===== config.mk =====
export PLATFORM = sky130hd
export DESIGN_NAME = rld_timer
export DESIGN_NICKNAME = d
export VERILOG_FILES = /design/src/rtl/rld_timer_pkg.sv /design/src/rtl/rld_prescale.sv /design/src/rtl/rld_count_core.sv /design/src/rtl/rld_ctrl_regs.sv /design/src/rtl/rld_timer.sv
export SDC_FILE = /design/constraint.sdc
export NUM_CORES = 1
export LEC_CHECK = 0
export CAP_MARGIN = 20
export CORE_MARGIN = 2
export CORE_UTILIZATION = 50
export DETAILED_ROUTE_END_ITERATION = 8
export DONT_BUFFER_PORTS = 1
export SETUP_SLACK_MARGIN = 0.3
export SLEW_MARGIN = 20
export SYNTH_ARGS = -nofsm -noshare
export SYNTH_HDL_FRONTEND = slang
export SYNTH_HIERARCHICAL = 1
export SYNTH_SLANG_ARGS = --single-unit

===== constraint.sdc =====
create_clock -name clk -period 4.4 [get_ports clk]
set_input_delay 1.1 -clock clk [delete_from_list [all_inputs] [get_ports clk]]
set_output_delay 1.1 -clock clk [all_outputs]
set_load 0.02 [all_outputs]

===== src/rtl/rld_timer_pkg.sv =====
package rld_timer_pkg;

    typedef enum logic [1:0] {
        TICK_DIV1  = 2'd0,
        TICK_DIV4  = 2'd1,
        TICK_DIV16 = 2'd2,
        TICK_DIV64 = 2'd3
    } tick_sel_e;

    typedef enum logic [1:0] {
        REG_MODE   = 2'd0,
        REG_COUNT  = 2'd1,
        REG_RELOAD = 2'd2,
        REG_VOID   = 2'd3
    } reg_sel_e;

    // Mode word, MSB first: select[5:4], access[3], done[2], autoload[1], run[0]
    typedef struct packed {
        tick_sel_e sel;
        logic      access;
        logic      done;
        logic      autoload;
        logic      run;
    } mode_t;

    localparam int unsigned MODE_W   = $bits(mode_t);
    localparam int unsigned POS_RUN  = 0;
    localparam int unsigned POS_AUTO = 1;
    localparam int unsigned POS_ACC  = 3;
    localparam int unsigned POS_SELL = 4;
    localparam int unsigned POS_SELH = 5;
    localparam int unsigned N_SEL    = 4;

    function automatic int unsigned sel_shift(input int unsigned step, input int unsigned idx);
        return step * idx;
    endfunction

endpackage


===== src/rtl/rld_prescale.sv =====
module rld_prescale
    import rld_timer_pkg::*;
#(
    parameter int unsigned DIV_STEP = 2
) (
    input  logic      clk,
    input  logic      rst,
    input  tick_sel_e sel_i,
    output logic      tick_o
);
    localparam int unsigned PRE_W = DIV_STEP * (N_SEL - 1);

    logic [PRE_W-1:0] pre_q;
    logic [PRE_W-1:0] sel_mask [N_SEL];

    for (genvar g = 0; g < N_SEL; g++) begin : g_mask
        assign sel_mask[g] = PRE_W'((64'd1 << sel_shift(DIV_STEP, g)) - 64'd1);
    end

    always_ff @(posedge clk) begin
        if (rst) pre_q <= '0;
        else     pre_q <= pre_q + PRE_W'(1);
    end

    always_comb tick_o = ((pre_q & sel_mask[sel_i]) == sel_mask[sel_i]);

endmodule


===== src/rtl/rld_count_core.sv =====
module rld_count_core #(
    parameter int unsigned CNT_W = 32
) (
    input  logic             clk,
    input  logic             rst,
    input  logic             run_i,
    input  logic             auto_i,
    input  logic             tick_i,
    input  logic             cnt_wr_i,
    input  logic [CNT_W-1:0] wdata_i,
    input  logic [CNT_W-1:0] reload_i,
    output logic [CNT_W-1:0] cnt_o,
    output logic             irq_o,
    output logic             stop_o
);
    logic [CNT_W-1:0] cnt_q, cnt_d;
    logic             irq_q, irq_d;
    logic             at_zero;

    always_comb begin
        at_zero = (cnt_q == '0);
        cnt_d   = cnt_q;
        irq_d   = 1'b0;
        stop_o  = 1'b0;
        if (cnt_wr_i) begin
            cnt_d = wdata_i;
        end else if (run_i) begin
            if (at_zero) begin
                if (auto_i) begin
                    cnt_d = reload_i;
                    irq_d = tick_i && (reload_i == '0);
                end else begin
                    stop_o = 1'b1;
                    irq_d  = 1'b1;
                end
            end else if (tick_i) begin
                cnt_d = cnt_q - CNT_W'(1);
                if (cnt_q == CNT_W'(1)) begin
                    irq_d  = 1'b1;
                    stop_o = !auto_i;
                end
            end
        end
    end

    always_ff @(posedge clk) begin
        if (rst) begin
            cnt_q <= '0;
            irq_q <= 1'b0;
        end else begin
            cnt_q <= cnt_d;
            irq_q <= irq_d;
        end
    end

    assign cnt_o = cnt_q;
    assign irq_o = irq_q;

    AST_IRQ_AT_ZERO: assert property (@(posedge clk) disable iff (rst)
        irq_q |-> (cnt_q == '0));
    AST_DEC_STEP: assert property (@(posedge clk) disable iff (rst)
        (run_i && tick_i && !cnt_wr_i && cnt_q > CNT_W'(1)) |=> (cnt_q == $past(cnt_q) - CNT_W'(1)));
    AST_IDLE_HOLD: assert property (@(posedge clk) disable iff (rst)
        (!run_i && !cnt_wr_i) |=> $stable(cnt_q));
    AST_REFILL: assert property (@(posedge clk) disable iff (rst)
        (run_i && auto_i && cnt_q == '0 && !cnt_wr_i) |=> (cnt_q == $past(reload_i)));

endmodule


===== src/rtl/rld_ctrl_regs.sv =====
module rld_ctrl_regs
    import rld_timer_pkg::*;
#(
    parameter int unsigned CNT_W = 32
) (
    input  logic             clk,
    input  logic             rst,
    input  logic             bus_sel,
    input  logic             bus_wr,
    input  logic             bus_rd,
    input  logic [1:0]       bus_addr,
    input  logic [CNT_W-1:0] bus_wdata,
    input  logic [CNT_W-1:0] cnt_i,
    input  logic             stop_i,
    output mode_t            mode_o,
    output logic [CNT_W-1:0] reload_o,
    output logic             cnt_wr_o,
    output logic [CNT_W-1:0] rdata_o
);
    mode_t            mode_q;
    logic [CNT_W-1:0] reload_q;
    logic             mode_hit, mode_wr, reload_wr;

    always_comb begin
        mode_hit  = bus_sel && (bus_wr || bus_rd) && (bus_addr == REG_MODE);
        mode_wr   = bus_sel && bus_wr && (bus_addr == REG_MODE);
        cnt_wr_o  = bus_sel && bus_wr && (bus_addr == REG_COUNT) && mode_q.access;
        reload_wr = bus_sel && bus_wr && (bus_addr == REG_RELOAD) && mode_q.access;
    end

    always_ff @(posedge clk) begin
        if (rst) begin
            mode_q   <= '0;
            reload_q <= '0;
        end else begin
            if (mode_wr) begin
                mode_q.run      <= bus_wdata[POS_RUN];
                mode_q.autoload <= bus_wdata[POS_AUTO];
                mode_q.access   <= bus_wdata[POS_ACC];
                mode_q.sel      <= tick_sel_e'(bus_wdata[POS_SELH:POS_SELL]);
            end else if (stop_i) begin
                mode_q.run <= 1'b0;
            end
            if (stop_i)        mode_q.done <= 1'b1;
            else if (mode_hit) mode_q.done <= 1'b0;
            if (reload_wr) reload_q <= bus_wdata;
        end
    end

    always_comb begin
        rdata_o = '0;
        if (bus_sel && bus_rd) begin
            case (bus_addr)
                REG_MODE:   rdata_o = CNT_W'(mode_q);
                REG_COUNT:  rdata_o = mode_q.access ? cnt_i : '0;
                REG_RELOAD: rdata_o = mode_q.access ? reload_q : '0;
                default:    rdata_o = '0;
            endcase
        end
    end

    assign mode_o   = mode_q;
    assign reload_o = reload_q;

    AST_DONE_SET: assert property (@(posedge clk) disable iff (rst)
        stop_i |=> mode_q.done);
    AST_DONE_CLEAR: assert property (@(posedge clk) disable iff (rst)
        (mode_hit && !stop_i) |=> !mode_q.done);
    AST_STOP_RUN: assert property (@(posedge clk) disable iff (rst)
        (stop_i && !mode_wr) |=> !mode_q.run);

endmodule


===== src/rtl/rld_timer.sv =====
module rld_timer
    import rld_timer_pkg::*;
#(
    parameter int unsigned CNT_W    = 32,
    parameter int unsigned DIV_STEP = 2
) (
    input  logic             clk,
    input  logic             rst,
    input  logic             bus_sel,
    input  logic             bus_wr,
    input  logic             bus_rd,
    input  logic [1:0]       bus_addr,
    input  logic [CNT_W-1:0] bus_wdata,
    output logic [CNT_W-1:0] bus_rdata,
    output logic             irq
);
    mode_t            mode;
    logic [CNT_W-1:0] reload_val, cnt_val;
    logic             tick, cnt_wr, stop;

    rld_prescale #(.DIV_STEP(DIV_STEP)) u_pre (
        .clk    (clk),
        .rst    (rst),
        .sel_i  (mode.sel),
        .tick_o (tick)
    );

    rld_ctrl_regs #(.CNT_W(CNT_W)) u_regs (
        .clk       (clk),
        .rst       (rst),
        .bus_sel   (bus_sel),
        .bus_wr    (bus_wr),
        .bus_rd    (bus_rd),
        .bus_addr  (bus_addr),
        .bus_wdata (bus_wdata),
        .cnt_i     (cnt_val),
        .stop_i    (stop),
        .mode_o    (mode),
        .reload_o  (reload_val),
        .cnt_wr_o  (cnt_wr),
        .rdata_o   (bus_rdata)
    );

    rld_count_core #(.CNT_W(CNT_W)) u_core (
        .clk      (clk),
        .rst      (rst),
        .run_i    (mode.run),
        .auto_i   (mode.autoload),
        .tick_i   (tick),
        .cnt_wr_i (cnt_wr),
        .wdata_i  (bus_wdata),
        .reload_i (reload_val),
        .cnt_o    (cnt_val),
        .irq_o    (irq),
        .stop_o   (stop)
    );

endmodule


==> reports/metrics.yaml, run 1 <==
outcome: "finished clean"
route.met2.wl_mm: 6.93
fmax_mhz: 304
synth_enable_flop_cells: 0
crit_end: "u_core/cnt_o[30]"
drtIter0Drc: 420
critPathBufInv: 1
antenna_found_initial: 0
holdBufCountCts: 0
power.density_nw_per_um2: 292
grt_setup_unrepaired: "no"
wl_met3_mm: 1.35
dieArea_sq_um: 10800
critical_path_arrival_ps: 3590
antennaDiodeCount: 0
r2r_start: "u_core/cnt_o[0]"
path_clk_slew_ps: 90
drt-wirelength-per-cell_um: 20.3
finalSetupTns_ps: 0
leakage_nw: 1.84
synth_cell_types: 69
r2r_slack_ps: 1120
yosys_warnings: 6
crit_family: "simple AND/OR/NAND/NOR gates"
drv_slew: 0
crit_slowest_cell: "o22ai_1"
finalClockSkew_ps: 13.1
worstPathMaxFanout: 10
timing.max_cap.violations: 0
cts_tree: "yes"
m1WireLength_mm: 6.90
synthTopCellsByArea: "dfxtp_1 31%, nand2b_1 8.7%, mux2i_1 7.4%"
setup_viol: 0
cts_resized: 0
cts_buffers: 9
via_count: 4900
setup_ws_ps: 1120
die_width_um: 104
gp_congestion: 0.893
synth.avg_cell_area_sq_um: 8.10
place_ws_ps: 913
core_area_sq_um: 9730
critPathCaptureType: "flop"
io_pins: 72
synthFlopType: "dfxtp_1"
port_buffers: 0
irDropWorstVdd_v: 0.000157
path_depth: 8
hold_violations: 0
fin_crit_ps: 3280
critPathLaunch: "u_core/cnt_o[0]"
clock-sinks: 77
min_period_over_period: 0.747
synthToLayoutAreaGrowth_pct: 8.91
routed_wirelength_mm: 15.5
grt_max_degree: 107
ys_ff_latch: 77
yosysSeqAreaShare: 0.310
avgViaCountPerCell: 6.43
r2r_end: "u_core/cnt_o[30]"
fillerInstances: 967
highest_layer: "met4"
clock_path_buffers: 2
p_total_mw: 1.58
start_util: 0.511
grt_pass1_vias: 4425
dp.cells: 746
drc_errors: 0
hp-class: "flop to flop"
crit_type: "flop to flop"
slowest_delay_ps: 790
die_h_um: 104
yosys.area.top_type: "dfxtp_1"
syn-cell-area_sq_um: 4970
grt_usage: 0.284
async_reset_ff_frac: 0
row_count: 36
clock_latency_ps: 370
slew-limit-headroom: 0.331
netlist_instances: 614
post_cts_buffers: 0
stdcell_count: 762
cts-root-buf: "clkbuf_8"
grt_overflow: 0
cp_cell_sequence: "inv_1 > ha_1 > nor3b_1 > and4_1 > nand4_1 > o22ai_1 > o211ai_1 > a21oi_1"
synth_top_area_frac: 0.310
hpwl_mm: 10.5
grt_pass1_wl_mm: 24.7
synth_fp_nets: 656
required_ps: 4700
nets: 666
drtAntennaViolNets: 0
dr.pass1.iters: 6
drive_gt1_frac: 0.119
worst_slew_pin_slew_ps: 999
critPathLaunchType: "flop"
reg2reg_depth: 8
cts.htree.levels: 3
## state kept, by name, summed over array words and instances (netlist names)
signal and count:
u_core/cnt_o 32, u_pre/pre_q 6, u_regs/mode_o 6, u_core/irq_o 1, u_regs/reload_o 32
## worst reg2reg max path, delay by kind of cell (launching register included)
family / cells / cell delay, ps
AOI/OAI and AO/OA: 3 / 1170
DFF: 1 / 390
buffers and inverters: 1 / 110
and+or+nand+nor: 3 / 1270
adders and majority gates: 1 / 270
## layout by cell type, fill, tap and decap left out, types with 5 or more instances in the layout
cell type	netlist	layout
nor3_1	19	19
or4_1	8	8
xor2_1	10	10
nand2b_1	69	69
a311oi_1	6	6
a22oi_1	37	37
nand3_1	14	14
buf_4	2	40
nor2_1	65	65
nand4_1	8	8
a211oi_1	6	6
o21ai_0	11	11
and2_1	6	6
a31oi_1	12	12
clkbuf_8	0	11
nor4_1	14	14
o211ai_1	8	8
o2bb2ai_1	6	6
o31ai_1	6	6
mux2i_1	37	37
xnor2_1	6	6
nand2_1	44	44
inv_1	10	10
o22ai_1	5	5
dfxtp_1	77	77
a21oi_1	24	24
## Yosys cell counts, types with 6 or more instances
master     count
a31oi_1       12
o211ai_1       8
xnor2_1        6
nor3_1        19
o21ai_0       11
dfxtp_1       77
inv_1         10
a311oi_1       6
or4_1          8
nor2_1        65
xor2_1        10
nand2_1       44
and2_1         6
clkbuf_1      24
nand4_1        8
a211oi_1       6
buf_2          9
nand3_1       14
a22oi_1       37
o2bb2ai_1      6
mux2i_1       37
nor4_1        14
nand2b_1      69
o31ai_1        6
a21oi_1       24
## power by group
part           internal, mW  total (mW)  leakage, nW  switching, mW
clock network         0.236       0.524       0.0917          0.288
registers             0.707       0.723        0.621         0.0166
logic                 0.118       0.335         1.12          0.217
## how the worst min path moves through the flow
| stage | depth (start not counted) | to | startpoint | slack (ps) |
|---|---|---|---|---|
| global route | 2 | u_regs/reload_o[26] | u_regs/reload_o[26] | 530 |
| floorplan | 1 | u_pre/pre_q[0] | u_pre/pre_q[0] | 440 |
| CTS | 1 | u_pre/pre_q[0] | u_pre/pre_q[0] | 490 |
| global placement | 1 | u_pre/pre_q[0] | u_pre/pre_q[0] | 460 |
| finish | 1 | u_pre/pre_q[0] | u_pre/pre_q[0] | 480 |
| detailed placement | 1 | u_pre/pre_q[0] | u_pre/pre_q[0] | 470 |
## final cells by class
cell class,instances,area [sq um],share of cell area
Clock buffer,11,151,0.0280
Clock inverter,5,33.8,0.00624
Inverter,12,58.8,0.0109
Multi-Input combinational cell,484,3160,0.584
Sequential cell,77,1540,0.285
Tap cell,133,166,0.0307
Timing Repair Buffer,40,300,0.0555
## cells by family after synthesis
family / synth area share
AOI/OAI and AO/OA: 0.215
xor gates and xnor gates: 0.0282
adders and majority gates: 0.00755
buffers and inverters: 0.0541
DFF: 0.310
muxes: 0.0745
and+or+nand+nor: 0.311
## per-stage QoR
stage	hold WS [ps]	utilization	cell area, sq um
final	481	0.557	5420
after global placement	458	0.538	5230
after detailed placement	465	0.538	5230
after floorplan	441	-	4970
after CTS	486	0.557	5420
after global routing	534	0.557	5420
## metal layers
metal  up-vias  track usage
li1       2286            -
met1      2333        0.410
met2       255        0.428
met3        26       0.0573
met4         0       0.0849
met5         -            0
Power figures use the tool's default switching activity.
==> inputs of run 2 (changes only) <==
--- a/config.mk
+++ b/config.mk
@@ -5,11 +5,13 @@
 export SDC_FILE = /design/constraint.sdc
 export NUM_CORES = 1
 export LEC_CHECK = 0
+export ABC_AREA = 1
 export CAP_MARGIN = 20
 export CORE_MARGIN = 2
 export CORE_UTILIZATION = 50
 export DETAILED_ROUTE_END_ITERATION = 8
 export DONT_BUFFER_PORTS = 1
+export PLACE_DENSITY = 0.68
 export SETUP_SLACK_MARGIN = 0.3
 export SLEW_MARGIN = 20
 export SYNTH_ARGS = -nofsm -noshare
==> constraint.sdc (replaced) <==
create_clock -name clk -period 2.7 [get_ports clk]
set_input_delay 0.675 -clock clk [delete_from_list [all_inputs] [get_ports clk]]
set_output_delay 0.675 -clock clk [all_outputs]
set_load 0.02 [all_outputs]
==> run 2 against run 1 <==
  * Synthesized cell count grew 48%
  * Sequential share of layout area shrank 1.9 points
  * Power grew to 4.9 times the previous value
  * Global-route usage grew 4.1 points
  * Combinational power grew to 16 times the previous value
  * First-iteration DRC count grew 68%
  * Clock skew grew 3.6 ps
  * Cell count grew 39%
  * Count of clock-buffer cells in the layout shrank 1
  * Final area grew 7.3%
  * Synthesized area grew 6.2%
  * Largest power group is now combinational logic
  * Largest cell class unchanged
==> reports/metrics.yaml, run 2 <==
synthTopCellsByCount: "267 x nand2_1, 202 x nor2_1, 78 x inv_1"
die_h_um: 107
netlist_instances: 910
cts-root-buf: "clkbuf_8"
synthTopCellsByArea: "dfxtp_1 29%, nand2_1 19%, nor2_1 14%"
grt_setup_unrepaired: "no"
syn-cell-area_sq_um: 5280
clock_latency_ps: 350
slew-limit-headroom: 0.432
synth_fp_nets: 952
irDropWorstVdd_v: 0.000772
cts.htree.levels: 3
cp_cell_sequence: "inv_2 > nor2_8 > nand2_1 > a21oi_1 > buf_4"
required_ps: 2030
synth_cell_types: 33
finalClockSkew_ps: 16.7
hold_violations: 0
place_area_sq_um: 5510
outcome: "finished clean"
crit_slowest_cell: "nor2_8"
path_clk_slew_ps: 90
layout_common_cells: "266 x nand2_1, 202 x nor2_1, 77 x inv_1, 77 x dfxtp_1, 49 x nand3_1"
drc_errors: 0
core_area_sq_um: 10300
antenna_found_initial: 0
drive_gt1_frac: 0.0996
avgViaCountPerCell: 5.63
leakage_nw: 2.81
min_period_over_period: 0.860
fin_area_sq_um: 5810
worstPathMaxFanout: 28
hp-class: "input port to flop"
synth_enable_flop_cells: 0
cts_tree: "yes"
fin_crit_ps: 2320
die_width_um: 107
antennaDiodeCount: 0
async_reset_ff_frac: 0
critPathCaptureType: "primary output"
p_total_mw: 7.83
crit_type: "input port to primary output"
cts_buffers: 9
slowest_delay_ps: 370
row_count: 37
synthFlopType: "dfxtp_1"
gp_congestion: 1.01
routed_wirelength_mm: 18.4
grt_overflow: 0
grt_pass1_vias: 5197
power.density_nw_per_um2: 1350
drtAntennaViolNets: 0
synth_top_area_frac: 0.292
setup_viol: 0
port_buffers: 0
grt_max_degree: 38
dieArea_sq_um: 11400
synthToLayoutAreaGrowth_pct: 10.0
drv_slew: 0
start_util: 0.514
clock-sinks: 77
yosysSeqAreaShare: 0.292
drt-wirelength-per-cell_um: 17.4
critical_path_arrival_ps: 1650
ys_ff_latch: 77
fmax_mhz: 431
grt_pass1_wl_mm: 28.3
worst_slew_pin_slew_ps: 851
nets: 961
fillerInstances: 1108
synth.avg_cell_area_sq_um: 5.80
yosys.area.top_type: "dfxtp_1"
grt_usage: 0.325
yosysMostFrequentCell: "nand2_1"
yosys_warnings: 6
drtIter0Drc: 704
io_pins: 72
timing.max_cap.violations: 0
hpwl_mm: 14.0
dr.pass1.iters: 5
finalSetupTns_ps: 0
via_count: 5970
critPathLaunchType: "input port"
layout_commonest_cell: "nand2_1"
clock_path_buffers: 2
==> run 2: cell count changes after synthesis, moves of 15 or more <==
cell | before | now
a21oi_1 | 24 | 43
nand2b_1 | 69 | 0
nor3_1 | 19 | 4
nand3_1 | 14 | 49
nand2_1 | 44 | 267
a22oi_1 | 37 | 0
inv_1 | 10 | 78
mux2i_1 | 37 | 0
o21ai_1 | 4 | 21
nor2_1 | 65 | 202
o21ai_0 | 11 | 46
==> run 2: final timing paths <==
path / from / slack (ps) / end / cells after the start
setup / recovery: bus_addr[0] / 380 / bus_rdata[30] / 5
hold / removal: rst / 390 / u_core/cnt_o[24] / 1
setup reg to reg: u_core/cnt_o[0] / 460 / u_core/cnt_o[31] / 12
hold reg to reg: u_pre/pre_q[0] / 450 / u_pre/pre_q[0] / 1
==> run 2: timing repair <==
action | CTS | global route
pin swaps | 1 | 1
setup endpoints to repair | 3 | 33
hold buffers | 0 | 0
setup buffers | 0 | 4
gates resized for setup | 1 | 4
gates cloned | 1 | 0
==> run 2: cell type report <==
| type | count | area, sq um | area share |
|---|---|---|---|
| clock buffer | 10 | 138 | 0.0237 |
| sequential | 77 | 1540 | 0.265 |
| inverter | 83 | 314 | 0.0540 |
| tap | 136 | 170 | 0.0293 |
| clock inverter | 6 | 92.6 | 0.0159 |
| multi-input combinational | 714 | 3250 | 0.559 |
| timing repair buffer | 34 | 305 | 0.0525 |
==> run 2: stage by stage <==
stage,setup WS (ps),utilization,hold slack [ps],instances
after global routing,305,0.565,368,1060
after CTS,315,0.560,372,1056
after detailed placement,284,0.537,434,1039
after global placement,252,0.537,428,1039
final,378,0.565,392,1060
after floorplan,311,-,415,910
==> run 2: power by group <==
part | switching [mW] | internal (mW)
clock network | 0.461 | 0.553
logic | 3.61 | 1.89
registers | 0.110 | 1.20
total | 4.18 | 3.65
==> run 2: logic make-up after synthesis <==
group / share of synthesized area
and+or+nand+nor: 0.464
buffers and inverters: 0.0986
xor gates and xnor gates: 0.0265
AOI/OAI and AO/OA: 0.112
DFF: 0.292
adders and majority gates: 0.00711
==> run 2: per-layer routing <==
metal,share of wire,vias to the layer above,GRT usage
met4,0.018,0,0.0872
met3,0.12,22,0.0973
li1,-,2874,-
met1,0.46,2743,0.499
met2,0.39,331,0.434
met5,0,-,0
==> run 2: critical path: cells and delay by family <==
family / cells / cell delay [ps]
and+or+nand+nor: 2 / 460
buffers and inverters: 2 / 250
AOI/OAI and AO/OA: 1 / 240
